## config.mk

```make
export PLATFORM = sky130hd
export DESIGN_NAME = mnd_frac_divider
export DESIGN_NICKNAME = d
export VERILOG_FILES = /design/src/rtl/mnd_pkg.sv /design/src/rtl/mnd_cfg_regs.sv /design/src/rtl/mnd_src_prediv.sv /design/src/rtl/mnd_mn_accum.sv /design/src/rtl/mnd_frac_divider.sv
export SDC_FILE = /design/constraint.sdc
export NUM_CORES = 1
export LEC_CHECK = 0
export BUFFER_PORTS_ARGS = -buffer_cell sky130_fd_sc_hd__buf_2
export CORE_MARGIN = 4
export CORE_UTILIZATION = 30
export DETAILED_ROUTE_END_ITERATION = 6
export PLACE_DENSITY = 0.6
export REMOVE_ABC_BUFFERS = 1
export SLEW_MARGIN = 0
export SYNTH_ARGS = -nofsm -noshare
export SYNTH_HDL_FRONTEND = slang
export SYNTH_SLANG_ARGS = --single-unit
```

## constraint.sdc

```tcl
create_clock -name clk -period 8.8 [get_ports clk]
set_input_delay 0.88 -clock clk [delete_from_list [all_inputs] [get_ports clk]]
set_output_delay 0.88 -clock clk [all_outputs]
set_load 0.1 [all_outputs]
```

## src/rtl/mnd_pkg.sv

```systemverilog
package mnd_pkg;

  typedef enum logic [1:0] {
    MND_BYPASS   = 2'd0,
    MND_SINGLE   = 2'd1,
    MND_DUAL     = 2'd2,
    MND_SINGLE_B = 2'd3
  } mnd_mode_e;

  function automatic logic mode_uses_mn(input mnd_mode_e m);
    return m != MND_BYPASS;
  endfunction

endpackage

```

## src/rtl/mnd_cfg_regs.sv

```systemverilog
module mnd_cfg_regs
  import mnd_pkg::*;
#(
  parameter int REG_W    = 32,
  parameter int CNT_W    = 8,
  parameter int PRE_W    = 4,
  parameter int SRC_W    = 3,
  parameter int SRC_LSB  = 0,
  parameter int PRE_LSB  = 4,
  parameter int MODE_LSB = 8,
  parameter int EN_BIT   = 10,
  parameter int HOLD_BIT = 11,
  parameter int NVAL_LSB = 16,
  parameter int MVAL_LSB = 16,
  parameter int DVAL_LSB = 0
) (
  input  logic             clk,
  input  logic             rst,
  input  logic             ctl_wr,
  input  logic [REG_W-1:0] ctl_wdata,
  input  logic             ratio_wr,
  input  logic [REG_W-1:0] ratio_wdata,
  output logic [SRC_W-1:0] src_sel,
  output logic [PRE_W-1:0] pre_val,
  output logic             hold,
  output logic             mn_active,
  output logic             dual_active,
  output logic [CNT_W-1:0] m_val,
  output logic [CNT_W:0]   n_val,
  output logic [CNT_W-1:0] d_val
);

  logic [REG_W-1:0] ctl_q;
  logic [REG_W-1:0] ratio_q;
  mnd_mode_e        mode;
  logic             cnt_en;
  logic [CNT_W-1:0] n_diff;

  always_ff @(posedge clk) begin
    if (rst) begin
      ctl_q   <= '0;
      ratio_q <= '0;
    end else begin
      if (ctl_wr)   ctl_q   <= ctl_wdata;
      if (ratio_wr) ratio_q <= ratio_wdata;
    end
  end

  always_comb begin
    src_sel     = ctl_q[SRC_LSB +: SRC_W];
    pre_val     = ctl_q[PRE_LSB +: PRE_W];
    mode        = mnd_mode_e'(ctl_q[MODE_LSB +: 2]);
    cnt_en      = ctl_q[EN_BIT];
    hold        = ctl_q[HOLD_BIT];
    m_val       = ratio_q[MVAL_LSB +: CNT_W];
    d_val       = ~ratio_q[DVAL_LSB +: CNT_W];
    n_diff      = ~ctl_q[NVAL_LSB +: CNT_W];
    n_val       = {1'b0, n_diff} + {1'b0, m_val};
    mn_active   = cnt_en && mode_uses_mn(mode);
    dual_active = mn_active && (mode == MND_DUAL);
  end

  logic unused_cfg_bits;
  assign unused_cfg_bits = ^{ctl_q, ratio_q};

endmodule

```

## src/rtl/mnd_src_prediv.sv

```systemverilog
module mnd_src_prediv #(
  parameter int NUM_SRC = 4,
  parameter int SRC_W   = 3,
  parameter int PRE_W   = 4
) (
  input  logic               clk,
  input  logic               rst,
  input  logic               hold,
  input  logic [NUM_SRC-1:0] src_tick,
  input  logic [SRC_W-1:0]   src_sel,
  input  logic [PRE_W-1:0]   pre_val,
  output logic               pre_tick
);

  logic [NUM_SRC-1:0] hit;
  logic               sel_tick;
  logic [PRE_W-1:0]   cnt_q;
  logic               at_limit;

  for (genvar gi = 0; gi < NUM_SRC; gi++) begin : g_src
    assign hit[gi] = src_tick[gi] && (src_sel == SRC_W'(gi));
  end

  assign sel_tick = |hit;
  assign at_limit = cnt_q >= pre_val;
  assign pre_tick = sel_tick && at_limit && !hold;

  always_ff @(posedge clk) begin
    if (rst || hold) begin
      cnt_q <= '0;
    end else if (sel_tick) begin
      cnt_q <= at_limit ? '0 : cnt_q + 1'b1;
    end
  end

endmodule

```

## src/rtl/mnd_mn_accum.sv

```systemverilog
module mnd_mn_accum #(
  parameter int CNT_W = 8
) (
  input  logic             clk,
  input  logic             rst,
  input  logic             hold,
  input  logic             mn_active,
  input  logic             dual_active,
  input  logic             tick,
  input  logic [CNT_W-1:0] m_val,
  input  logic [CNT_W:0]   n_val,
  input  logic [CNT_W-1:0] d_val,
  output logic [CNT_W:0]   acc_o,
  output logic             en_o,
  output logic             lvl_o
);

  localparam int SUM_W = CNT_W + 2;

  logic [CNT_W:0] acc_q;
  logic [SUM_W-1:0] sum;
  logic [SUM_W-1:0] rem;
  logic             wrap;
  logic [CNT_W:0]   acc_nx;
  logic             lvl_nx;

  always_comb begin
    sum    = SUM_W'(acc_q) + SUM_W'(m_val);
    wrap   = sum >= SUM_W'(n_val);
    rem    = wrap ? (sum - SUM_W'(n_val)) : sum;
    acc_nx = rem[CNT_W:0];
    lvl_nx = (SUM_W'(acc_nx) << 1) < SUM_W'(d_val);
  end

  always_ff @(posedge clk) begin
    if (rst || hold) begin
      acc_q <= '0;
      en_o  <= 1'b0;
      lvl_o <= 1'b0;
    end else if (!mn_active) begin
      acc_q <= '0;
      en_o  <= tick;
      lvl_o <= tick;
    end else begin
      if (tick) acc_q <= acc_nx;
      en_o <= tick && wrap;
      if (dual_active) begin
        if (tick) lvl_o <= lvl_nx;
      end else begin
        lvl_o <= tick && wrap;
      end
    end
  end

  assign acc_o = acc_q;

endmodule

```

## src/rtl/mnd_frac_divider.sv

```systemverilog
module mnd_frac_divider #(
  parameter int REG_W    = 32,
  parameter int NUM_SRC  = 4,
  parameter int SRC_W    = 3,
  parameter int PRE_W    = 4,
  parameter int CNT_W    = 8,
  parameter int SRC_LSB  = 0,
  parameter int PRE_LSB  = 4,
  parameter int MODE_LSB = 8,
  parameter int EN_BIT   = 10,
  parameter int HOLD_BIT = 11,
  parameter int NVAL_LSB = 16,
  parameter int MVAL_LSB = 16,
  parameter int DVAL_LSB = 0
) (
  input  logic               clk,
  input  logic               rst,
  input  logic               ctl_wr_i,
  input  logic [REG_W-1:0]   ctl_wdata_i,
  input  logic               ratio_wr_i,
  input  logic [REG_W-1:0]   ratio_wdata_i,
  input  logic [NUM_SRC-1:0] src_tick_i,
  output logic               rate_en_o,
  output logic               div_lvl_o
);

  logic [SRC_W-1:0] src_sel;
  logic [PRE_W-1:0] pre_val;
  logic             hold;
  logic             mn_active;
  logic             dual_active;
  logic [CNT_W-1:0] m_val;
  logic [CNT_W:0]   n_val;
  logic [CNT_W-1:0] d_val;
  logic             pre_tick;
  logic [CNT_W:0]   acc;

  mnd_cfg_regs #(
    .REG_W(REG_W), .CNT_W(CNT_W), .PRE_W(PRE_W), .SRC_W(SRC_W),
    .SRC_LSB(SRC_LSB), .PRE_LSB(PRE_LSB), .MODE_LSB(MODE_LSB),
    .EN_BIT(EN_BIT), .HOLD_BIT(HOLD_BIT), .NVAL_LSB(NVAL_LSB),
    .MVAL_LSB(MVAL_LSB), .DVAL_LSB(DVAL_LSB)
  ) u_cfg (
    .clk(clk), .rst(rst),
    .ctl_wr(ctl_wr_i), .ctl_wdata(ctl_wdata_i),
    .ratio_wr(ratio_wr_i), .ratio_wdata(ratio_wdata_i),
    .src_sel(src_sel), .pre_val(pre_val), .hold(hold),
    .mn_active(mn_active), .dual_active(dual_active),
    .m_val(m_val), .n_val(n_val), .d_val(d_val)
  );

  mnd_src_prediv #(
    .NUM_SRC(NUM_SRC), .SRC_W(SRC_W), .PRE_W(PRE_W)
  ) u_pre (
    .clk(clk), .rst(rst), .hold(hold),
    .src_tick(src_tick_i), .src_sel(src_sel), .pre_val(pre_val),
    .pre_tick(pre_tick)
  );

  mnd_mn_accum #(
    .CNT_W(CNT_W)
  ) u_acc (
    .clk(clk), .rst(rst), .hold(hold),
    .mn_active(mn_active), .dual_active(dual_active),
    .tick(pre_tick), .m_val(m_val), .n_val(n_val), .d_val(d_val),
    .acc_o(acc), .en_o(rate_en_o), .lvl_o(div_lvl_o)
  );

endmodule

```

==> qor.csv <==
metric;value;unit
whs;502;ps
ir_drop;97.1;µV
finClkSkew;5.71;ps
p_total;0.564;mW
maxSlewViolCount;0;
place.gp.congestion;0.875;
drive_above_1_share;17.6;%
rsz0062_at_grt;false;
pre_cts_slack;3440;ps
cts.reportedPaths.clkPinSlew;90;ps
multiInputGateArea;2210;µm²
yosysWarnings;0;
via_per_inst;4.84;
ff_latch_area;1000;µm²
wl_per_cell;13.3;µm
insertion_delay;310;ps
io_pins;74;
async_flop_share;0;%
grt_first_pass_wirelength;12.6;mm
cp_slowest_cell;a21oi_2;
path_class;flip-flop to flip-flop;
power_density;149;nW/µm²
tightestPinTransition;704;ps
grt_use_total;12.1;%
synth.distinct_cells;52;
cts_resized;0;
die_w;114;µm
slowest_delay;540;ps
hold_buffers;0;
cts_sinks;50;
fillers;1118;
n_antenna_cell;0;
drt_iter0_drc;73;
tns;0;ps
antenna_found_initial;0;
htreeDepth;2;
synth_area;3360;µm²
worstPathMaxFanout;12;
p_leak;1.79;nW
synth_edf_count;0;
status;finished clean;
place.port_buffers;44;
end_kind;flip-flop;
coreArea;10900;µm²
synth_flop_cell;dfxtp_1;
vias;2661;
final_nets;521;
fmax;185;MHz
drt_pass1_iterations;4;
hp-class;flip-flop to flip-flop;
setup_viol_count_final;0;
dp.final_hpwl;5.94;mm
max-cap-violations;0;
synth_cells;370;
cts_root_buf;clkbuf_8;
fin_crit_sh;61.4;%
crit_chain;ha_1, fa_1, a21o_2, a21oi_1, o21ai_0, nor2_1, xnor2_1, ha_1, a21o_1, a21oi_1, o221ai_1, a21oi_2, mux2_2, ha_1, a21oi_1, o21ai_0, a21o_1, a211oi_1, nor2_1, a211oi_1, a21boi_0, o2bb2ai_1;
rrSetupSlack;3390;ps
grt_max_degree;38;
ys_seq_area_share;29.8;%
grt_pass1_vias;2633;
tritoncts;done;
fin_util;34.8;%
ys_ff_latch;50;
finalCriticalPeriod;5410;ps
cts_buffer_depth;2;
final_hold_viol_count;0;
cp-start-kind;flip-flop;
ant_nets;0;
grt_overflow_total;0;
synthToLayoutAreaGrowth;12.8;%
drc;0;
cts_buffers;5;
slew_headroom;53.1;%
finalWirelength;7.31;mm
die_area;13000;µm²
fp.dieH;114;µm
required;9050;ps
start_util;30.9;%
post_cts.repair.setup_buffers;0;
crit_arrival;5660;ps
finalWorstSetupSlack;3390;ps
postSynthAreaPerCell;9.09;µm²
std_cell_rows;38;
## cell usage in the layout (no fill, tap or decap), drive strengths merged, types with 7 or more instances in the layout
cell / n
buf: 44
ha: 37
inv: 23
a211oi: 7
mux2i: 43
a21oi: 20
a21o: 12
xnor2: 14
o21ai: 20
nor2: 56
dfxtp: 50
xor2: 8
nand2: 15
## flip-flops by register name, summed over array words and instances (netlist names)
name	cells
u_acc.en_o	1
u_acc.acc_o	9
u_cfg.ctl_q	19
u_cfg.ratio_q	16
u_acc.lvl_o	1
u_pre.cnt_q	4
## Yosys cell counts, drive strengths merged (5+ instances only)
cell type | n | area, µm²
nor2b | 6 | 37.5
ha | 37 | 463
nor3 | 5 | 25.0
mux2i | 43 | 430
clkbuf | 7 | 26.3
nand2 | 15 | 58.8
inv | 23 | 86.3
a211oi | 7 | 87.6
buf | 5 | 33.8
a21o | 12 | 93.8
a21oi | 20 | 104
xor2 | 8 | 70.1
xnor2 | 14 | 130
nor2 | 56 | 210
o21ai | 20 | 104
dfxtp | 50 | 1000
## stage by stage
step           instances  cell area, µm²
6_report             550            3790
5_1_grt              550            3790
4_1_cts              550            3790
3_5_place_dp         542            3700
3_3_place_gp         542            3700
2_1_floorplan        358            3300
## final cells by class
cell class	count	area share, %
repair buffers	44	5.81
well taps	140	4.62
multi-input cells	285	58.4
flip-flops and latches	50	26.4
clock inverters	2	0.330
inverters	23	2.28
clock buffers	6	2.18
## metal layers
| metal | share of wire (%) | routed length [µm] | global-route usage [%] |
|---|---|---|---|
| met5 | 0 | 0 | 0 |
| met4 | 2.9 | 212 | 5.70 |
| met3 | 2.5 | 184 | 2.02 |
| met2 | 48 | 3520 | 20.4 |
| met1 | 46 | 3390 | 14.9 |
## cells by family (layout without fill, tap and decap cells)
family / after synthesis / in the layout / share of synthesized area (%)
and+or+nand+nor: 98 / 98 / 13.1
AOI/OAI and AO/OA: 77 / 77 / 16.5
DFF: 50 / 50 / 29.8
muxes: 48 / 48 / 14.8
adders and majority gates: 40 / 40 / 15.6
buffers and inverters: 35 / 75 / 4.35
xor gates and xnor gates: 22 / 22 / 5.95
## final timing paths
path,from,endpoint,cells after the start
setup / recovery,u_cfg.ratio_q[16],u_acc.lvl_o,22
hold / removal,u_cfg.ctl_q[6],u_cfg.ctl_q[6],2
setup reg to reg,u_cfg.ratio_q[16],u_acc.lvl_o,22
hold reg to reg,u_cfg.ctl_q[6],u_cfg.ctl_q[6],2
## power by group
group | switching, mW | leakage, nW | internal (mW)
clock network | 0.0774 | 0.0472 | 0.0633
logic | 0.0972 | 1.33 | 0.0796
registers | 0.00902 | 0.410 | 0.237
## worst max-delay path, delay by kind of cell (launching register included)
family | cells | cell delay, ps
muxes | 1 | 430
xor gates and xnor gates | 1 | 180
and+or+nand+nor | 2 | 220
AOI/OAI and AO/OA | 14 | 2880
adders and majority gates | 4 | 1290
DFF | 1 | 350
Power figures use the tool's default switching activity.
